<file path="config.mk">
export PLATFORM = sky130hd
export DESIGN_NAME = pix_fmt_packer
export DESIGN_NICKNAME = d
export VERILOG_FILES = /design/src/rtl/pfp_pkg.sv /design/src/rtl/pfp_encoder.sv /design/src/rtl/pfp_packer.sv /design/src/rtl/pix_fmt_packer.sv
export SDC_FILE = /design/constraint.sdc
export NUM_CORES = 1
export LEC_CHECK = 0
export BUFFER_PORTS_ARGS = -buffer_cell sky130_fd_sc_hd__clkbuf_2
export CORE_UTILIZATION = 39
export CTS_BUF_LIST = sky130_fd_sc_hd__clkbuf_8 sky130_fd_sc_hd__clkbuf_16
export DETAILED_ROUTE_END_ITERATION = 16
export PLACE_DENSITY_LB_ADDON = 0.15
export SYNTH_ARGS = -nofsm -noshare
export SYNTH_HDL_FRONTEND = slang
export SYNTH_SLANG_ARGS = --single-unit
export TNS_END_PERCENT = 100
</file>
<file path="constraint.sdc">
create_clock -name clk -period 1.9 [get_ports clk]
set_input_delay 0.19 -clock clk [delete_from_list [all_inputs] [get_ports clk]]
set_output_delay 0.19 -clock clk [all_outputs]
set_load 0.02 [all_outputs]
</file>
<file path="src/rtl/pfp_pkg.sv">
package pfp_pkg;
  localparam int CH_W    = 8;
  localparam int WORD_B  = 4;
  localparam int WORD_W  = WORD_B * 8;
  localparam int RES_B   = WORD_B - 1;
  localparam int RES_W   = RES_B * 8;
  localparam int CAT_W   = WORD_W + RES_W;
  localparam int CNT_W   = $clog2(WORD_B + RES_B + 1);
  localparam int RCNT_W  = $clog2(WORD_B);

  typedef enum logic [1:0] {
    CLS_NONE = 2'd0,
    CLS_16   = 2'd1,
    CLS_24   = 2'd2,
    CLS_32   = 2'd3
  } pix_cls_e;

  function automatic pix_cls_e classify(input logic [3:0] code);
    pix_cls_e c;
    case (code[3:2])
      2'b00:   c = CLS_16;
      2'b01:   c = code[1] ? CLS_16 : CLS_NONE;
      2'b10:   c = code[1] ? CLS_NONE : CLS_24;
      default: c = CLS_32;
    endcase
    return c;
  endfunction

  function automatic logic [WORD_B-1:0] low_mask(input logic [CNT_W-1:0] n);
    logic [WORD_B-1:0] m;
    for (int i = 0; i < WORD_B; i++) m[i] = (n > CNT_W'(i));
    return m;
  endfunction
endpackage

</file>
<file path="src/rtl/pfp_encoder.sv">
module pfp_encoder
  import pfp_pkg::*;
(
  input  logic [3:0]        code,
  input  logic              alpha_keep,
  input  logic              alpha_inv,
  input  logic [CH_W-1:0]   r,
  input  logic [CH_W-1:0]   g,
  input  logic [CH_W-1:0]   b,
  input  logic [CH_W-1:0]   a,
  output logic [WORD_W-1:0] pix,
  output logic [CNT_W-1:0]  nbytes
);
  logic [CH_W-1:0] a_eff, c_hi, c_mid, c_lo;
  logic            alpha_top;
  pix_cls_e        cls;

  always_comb begin
    if (alpha_keep) a_eff = alpha_inv ? ~a : a;
    else            a_eff = alpha_inv ? {CH_W{1'b1}} : {CH_W{1'b0}};
    c_hi      = code[0] ? r : b;
    c_mid     = g;
    c_lo      = code[0] ? b : r;
    alpha_top = ~code[1];
    cls       = classify(code);
    pix       = '0;
    nbytes    = '0;
    case (cls)
      CLS_16: begin
        nbytes = CNT_W'(2);
        if (code[3:2] == 2'b00)
          pix[15:0] = alpha_top ? {a_eff[7:4], c_hi[7:4], c_mid[7:4], c_lo[7:4]}
                                : {c_hi[7:4], c_mid[7:4], c_lo[7:4], a_eff[7:4]};
        else
          pix[15:0] = {c_hi[7:3], c_mid[7:2], c_lo[7:3]};
      end
      CLS_24: begin
        nbytes     = CNT_W'(3);
        pix[23:0]  = {c_hi, c_mid, c_lo};
      end
      CLS_32: begin
        nbytes = CNT_W'(4);
        pix    = alpha_top ? {a_eff, c_hi, c_mid, c_lo} : {c_hi, c_mid, c_lo, a_eff};
      end
      default: ;
    endcase
  end
endmodule

</file>
<file path="src/rtl/pfp_packer.sv">
module pfp_packer
  import pfp_pkg::*;
(
  input  logic              clk,
  input  logic              rst_n,
  input  logic              in_valid,
  input  logic              in_eol,
  input  logic [WORD_W-1:0] pix,
  input  logic [CNT_W-1:0]  nbytes,
  output logic              in_ready,
  input  logic              out_ready,
  output logic              out_valid,
  output logic [WORD_W-1:0] out_word,
  output logic [WORD_B-1:0] out_mask
);
  logic [RES_W-1:0]  res_q, res_n;
  logic [RCNT_W-1:0] rcnt_q, rcnt_n;
  logic              flush_q, flush_n;
  logic              ovld_q, ovld_n;
  logic [WORD_W-1:0] oword_q, oword_n;
  logic [WORD_B-1:0] omask_q, omask_n;
  logic              take, out_free, load_out, st_en;
  logic [CAT_W-1:0]  cat;
  logic [CNT_W-1:0]  tot, rem;

  assign out_free = !ovld_q || out_ready;
  assign in_ready = !flush_q && out_free;
  assign take     = in_valid && in_ready;

  always_comb begin
    cat      = {{WORD_W{1'b0}}, res_q} | ({{RES_W{1'b0}}, pix} << {rcnt_q, 3'b000});
    tot      = CNT_W'(rcnt_q) + nbytes;
    rem      = tot - CNT_W'(WORD_B);
    res_n    = res_q;
    rcnt_n   = rcnt_q;
    flush_n  = flush_q;
    oword_n  = oword_q;
    omask_n  = omask_q;
    load_out = 1'b0;
    if (take) begin
      if (tot >= CNT_W'(WORD_B)) begin
        load_out = 1'b1;
        oword_n  = cat[WORD_W-1:0];
        omask_n  = {WORD_B{1'b1}};
        res_n    = cat[CAT_W-1:WORD_W];
        rcnt_n   = rem[RCNT_W-1:0];
        flush_n  = in_eol && (rem != '0);
      end else if (in_eol && tot != '0) begin
        load_out = 1'b1;
        oword_n  = cat[WORD_W-1:0];
        omask_n  = low_mask(tot);
        res_n    = '0;
        rcnt_n   = '0;
      end else begin
        res_n    = cat[RES_W-1:0];
        rcnt_n   = tot[RCNT_W-1:0];
      end
    end else if (flush_q && out_free) begin
      load_out = 1'b1;
      oword_n  = {{(WORD_W-RES_W){1'b0}}, res_q};
      omask_n  = low_mask(CNT_W'(rcnt_q));
      res_n    = '0;
      rcnt_n   = '0;
      flush_n  = 1'b0;
    end
    ovld_n = load_out || (ovld_q && !out_ready);
    st_en  = take || load_out;
  end

  always_ff @(posedge clk or negedge rst_n) begin
    if (!rst_n) begin
      res_q   <= '0;
      rcnt_q  <= '0;
      flush_q <= 1'b0;
      ovld_q  <= 1'b0;
      oword_q <= '0;
      omask_q <= '0;
    end else begin
      ovld_q <= ovld_n;
      if (st_en) begin
        res_q   <= res_n;
        rcnt_q  <= rcnt_n;
        flush_q <= flush_n;
      end
      if (load_out) begin
        oword_q <= oword_n;
        omask_q <= omask_n;
      end
    end
  end

  assign out_valid = ovld_q;
  assign out_word  = oword_q;
  assign out_mask  = omask_q;

  // a stalled word is held unchanged
  p_hold_stall_r12: assert property (@(posedge clk) disable iff (!rst_n)
    (out_valid && !out_ready) |=> (out_valid && $stable(out_word) && $stable(out_mask)));

  // emitted lanes are always a contiguous run from lane 0
  p_mask_contig_r10: assert property (@(posedge clk) disable iff (!rst_n)
    out_valid |-> (out_mask == 4'h1 || out_mask == 4'h3 || out_mask == 4'h7 || out_mask == 4'hF));
endmodule

</file>
<file path="src/rtl/pix_fmt_packer.sv">
module pix_fmt_packer
  import pfp_pkg::*;
(
  input  logic              clk,
  input  logic              rst_n,
  input  logic [3:0]        fmt_code,
  input  logic              alpha_keep,
  input  logic              alpha_inv,
  input  logic [WORD_B-1:0] lane_en,
  input  logic              in_valid,
  output logic              in_ready,
  input  logic [CH_W-1:0]   in_r,
  input  logic [CH_W-1:0]   in_g,
  input  logic [CH_W-1:0]   in_b,
  input  logic [CH_W-1:0]   in_a,
  input  logic              in_eol,
  output logic              out_valid,
  input  logic              out_ready,
  output logic [WORD_W-1:0] out_word,
  output logic [WORD_B-1:0] out_be
);
  logic              rst_meta, rst_s;
  logic [WORD_W-1:0] enc_pix;
  logic [CNT_W-1:0]  enc_nb;
  logic [WORD_B-1:0] raw_mask;
  logic              reserved_code;

  always_ff @(posedge clk or negedge rst_n) begin
    if (!rst_n) begin
      rst_meta <= 1'b0;
      rst_s    <= 1'b0;
    end else begin
      rst_meta <= 1'b1;
      rst_s    <= rst_meta;
    end
  end

  pfp_encoder u_enc (
    .code       (fmt_code),
    .alpha_keep (alpha_keep),
    .alpha_inv  (alpha_inv),
    .r          (in_r),
    .g          (in_g),
    .b          (in_b),
    .a          (in_a),
    .pix        (enc_pix),
    .nbytes     (enc_nb)
  );

  pfp_packer u_pack (
    .clk       (clk),
    .rst_n     (rst_s),
    .in_valid  (in_valid),
    .in_eol    (in_eol),
    .pix       (enc_pix),
    .nbytes    (enc_nb),
    .in_ready  (in_ready),
    .out_ready (out_ready),
    .out_valid (out_valid),
    .out_word  (out_word),
    .out_mask  (raw_mask)
  );

  assign out_be = raw_mask & lane_en;

  assign reserved_code = (fmt_code[3:1] == 3'b010) || (fmt_code[3:1] == 3'b101);

  // a reserved-code pixel never creates a word
  p_reserved_silent_r11: assert property (@(posedge clk) disable iff (!rst_s)
    (in_valid && in_ready && reserved_code && !in_eol && !out_valid) |=> !out_valid);

  // an accepted 32-bit pixel always completes a word
  p_full_word_32_r1: assert property (@(posedge clk) disable iff (!rst_s)
    (in_valid && in_ready && fmt_code[3:2] == 2'b11) |=> out_valid);
endmodule

</file>
==> summary.txt <==
Placed design
  • DP Wirelength: about 16000 microns
  • Placed Instances: about 1000
  • Area after DPL: between 7000 and 8000 sq um
  • GP Congestion: 0.9347
  • Port bufs: 84
  • DP Worst Slack: -651.9 ps

Routing
  • Via count: 6217
  • Iteration-0 DRC Markers: between 600 and 700
  • Via/cell ratio: 6.018
  • Final WL: 21940 microns
  • Drt drc: 0
  • DRT antenna net count: 0
  • Routed WL per cell: around 21 microns
  • Initial DRT Pass Iterations: 5

Die
  • FP Rows: 42
  • Die Y: 120.2 microns
  • Core area: 13450 sq um
  • Die width: 120.2 microns
  • Initial core utilization: 40.52%
  • Die area: between 10000 and 15000 sq um
  • IO Pins: between 80 and 90

Clocking
  • Longest Clk Path Bufs: 2
  • Root Driver: clkbuf_16
  • CTS tree: yes
  • Clk_lat worst skew: approximately 350 ps
  • CTS sink cnt: 66
  • CTS clk-pin slew, worst paths: around 50 ps
  • H-tree depth: 3
  • CTS buffer count: 9

Global route
  • GR Layer Usage met3: 5.849%
  • Total grt overflow: 0
  • GR Layer Usage met1: 40.54%
  • Total GRT Usage: 30.03%
  • Largest net degree at the start of global routing: 65
  • First-pass GRT wire length: 32840 microns
  • GR peak layer: met2
  • Vias in the first global route: 5937
  • Antenna violations before repair: 0
  • Met2 usage in global routing: 45.37%

Logic synthesis
  • Mux share of post-synthesis cell area: 6.885%
  • Post-synth ARST share: 100.0%
  • Synth Cell Area: 5451 sq um
  • Post-synthesis xor/xnor area fraction: 1.285%
  • Largest family of logic cells by synthesized area: compound AO/OA/AOI/OAI gates
  • Compound-cell area share of the yosys netlist: 34.82%
  • Mapped Nets: 685
  • Number of synthesized flops with an enable pin: 0
  • Synth Area per Inst: 8.572 sq um
  • Sequential share of the synthesized area: 30.30%
  • Synthesized flop and latch total: 66
  • Post-synth cell types: 98
  • Fraction of the mapped netlist area in adder cells: 0.5967%
  • Synthesized instance count: 636
  • Simple-gate portion of the synthesized area: between 10% and 20%
  • YS warnings: 0
  • Top FF cell, synth: dfrtp_1

Critical path
  • Worst path bufs/invs: 1
  • Crit end category: flop
  • Top cell by count, worst path: a21oi_4
  • Reg2Reg Depth: 9
  • Slowest stage delay, CP: 470 ps
  • Crit path cell chain: ha_2 -> inv_2 -> fa_2 -> a21boi_4 -> or2_4 -> a21oi_4 -> a21oi_4 -> a222oi_1 -> o22ai_1
  • CP Max Fanout: 6
  • CP Data Arrival Time: 2620 ps
  • CP Class: flop to flop
  • Worst Setup Start Kind: flop
  • Worst R2R Start: u_pack.rcnt_q[0]
  • Critical Path Source: u_pack.rcnt_q[0]
  • Data required, critical path: 2110 ps
  • CP max stage cell: a222oi_1
  • Crit. path cell count: 9
  • CP delay by family, top: compound AO/OA/AOI/OAI gates

STA
  • Worst hold slack: between 150 and 200 ps
  • Worst slew pin tran: around 580 ps
  • Clock Skews: 5.716 ps
  • Max Freq: about 420 MHz
  • Final Critical Period: 2408 ps
  • Endpoints failing hold: 0
  • Period utilisation layout: 126.7%
  • Final WS setup: -507.6 ps
  • Relative slew slack: 61.61%
  • RSZ-0062 raised after global routing: yes
  • TNS Setup: -20210 ps
  • Final setup violation count: 64
  • Slew Limit Fails: 0

Min path
  • HP Class: input pin to asynchronous set/reset pin

Cells and area
  • Cell area after layout: 7888 sq um
  • Area grow syn2layout: 44.69%
  • Register area: 1653 sq um
  • Area of the multi-input gates: 3769 sq um
  • Core Util, Final: between 50 and 60%
  • Layout cells sized above 1: 44.34%
  • Fillers: 1235
  • N_diodes: 0
  • Fin nets: 901
  • Final non-filler cell total: 1033

Job
  • MaxCap Viol Count: 0

Status
  • Failing checks: setup timing
  • Status: complete, but fails checks

Power and ir drop
  • PwrDens: around 1300 nW/um^2
  • Tot Pwr: 10.24 mW
  • Peak VDD IR: 0.0009460 V
  • Leak pwr: approximately 3.6 nW
-- cells by family after synthesis --
family | Yosys count
other cells | 1
buf+inv | 62
mux | 34
flops | 66
simple gates | 213
compound gates | 250
xor+xnor | 8
fa+ha+maj | 2
-- layout make-up --
class                           instances  area share, %
Clock buffer                           11          3.204
Clock inverter                          5         0.2855
Inverter                                9         0.4442
Multi-Input combinational cell        508          47.78
Sequential cell                        66          20.96
Tap cell                              176          2.792
Timing Repair Buffer                  258          24.54
-- Yosys cell counts (5+ instances only) --
cell type | instances | area share, %
o21ai_0 | 33 | 3.0
o21a_1 | 6 | 0.83
buf_2 | 20 | 1.8
a21oi_1 | 58 | 5.3
a32oi_1 | 8 | 1.3
nand3_1 | 8 | 0.73
o221ai_2 | 5 | 1.4
a221oi_1 | 5 | 0.80
a22oi_1 | 11 | 1.5
o2bb2ai_1 | 5 | 0.80
xor2_1 | 6 | 0.96
o21ai_1 | 7 | 0.64
mux2_2 | 10 | 2.1
and2_1 | 8 | 0.92
nand2b_1 | 7 | 0.80
buf_6 | 7 | 1.4
buf_4 | 6 | 0.83
a21o_1 | 7 | 0.96
clkbuf_1 | 18 | 1.2
inv_1 | 7 | 0.48
or3_1 | 7 | 0.80
dfrtp_1 | 66 | 30
nand2_1 | 72 | 5.0
nor3_1 | 18 | 1.7
a22o_1 | 13 | 2.1
o31ai_1 | 6 | 0.83
nor2b_1 | 5 | 0.57
o211ai_1 | 11 | 1.5
nor2_1 | 56 | 3.9
mux2i_1 | 21 | 3.9
a211oi_1 | 6 | 0.83
o221ai_1 | 8 | 1.3
-- worst paths after layout --
| check | to | slack, ps |
|---|---|---|
| hold / removal | rst_s | 160 |
| max in group asynchronous | u_pack.res_q[23] | 1310 |
| setup reg to reg | u_pack.res_q[14] | -510 |
| min in group clk | u_pack.flush_q | 300 |
| setup / recovery | u_pack.res_q[14] | -510 |
| hold reg to reg | u_pack.out_mask[2] | 280 |
-- sequential cells by signal, summed over array words and instances, names as in the netlist --
register          flops
u_pack.flush_q        1
u_pack.out_valid      1
u_pack.rcnt_q         2
rst_s                 1
u_pack.out_word      32
rst_meta              1
u_pack.out_mask       4
u_pack.res_q         24
-- report_power, final --
group | leakage (nW) | internal, mW | switching [mW]
Sequential | 0.847 | 1.99 | 0.424
Clock | 0.148 | 0.936 | 0.608
Combinational | 2.56 | 2.74 | 3.55
-- layout by cell type, fill, tap and decap left out, drive strengths merged, types with 4 or more instances in the layout --
master and count:
buf 170, clkbuf 98, nand2 72, dfrtp 66, a21oi 62, nor2 58
o21ai 40, mux2i 22, nor3 20, a22o 13, o221ai 13, o211ai 12
a22oi 12, mux2 12, inv 10, and2 9, nand3 9, a32oi 8
or3 8, a221oi 8, nand2b 7, a211oi 7, a21o 7, o21a 6
xor2 6, o31ai 6, nor2b 5, o2bb2ai 5, clkinv 4, a211o 4
a221o 4, o22ai 4, a31oi 4, a2bb2oi 4, a31o 4
-- routing by layer --
| metal | vias to the layer above | part of all wire [%] |
|---|---|---|
| met4 | 0 | 4.3 |
| met3 | 58 | 7.0 |
| met2 | 276 | 45 |
| met1 | 3035 | 44 |
| met5 | - | 0 |
| li1 | 2848 | - |
-- repair_timing --
| action | in CTS | in global routing |
|---|---|---|
| cloned | 0 | 4 |
| pin swaps | 27 | 23 |
| endpoints found under the setup margin | 62 | 64 |
| buffers inserted | 4 | 13 |
| hold buffers | 1 | 0 |
| resized for setup | 37 | 68 |
| hold endpoints to repair | 2 | 0 |
No activity file was read; power rests on OpenSTA's default activity.
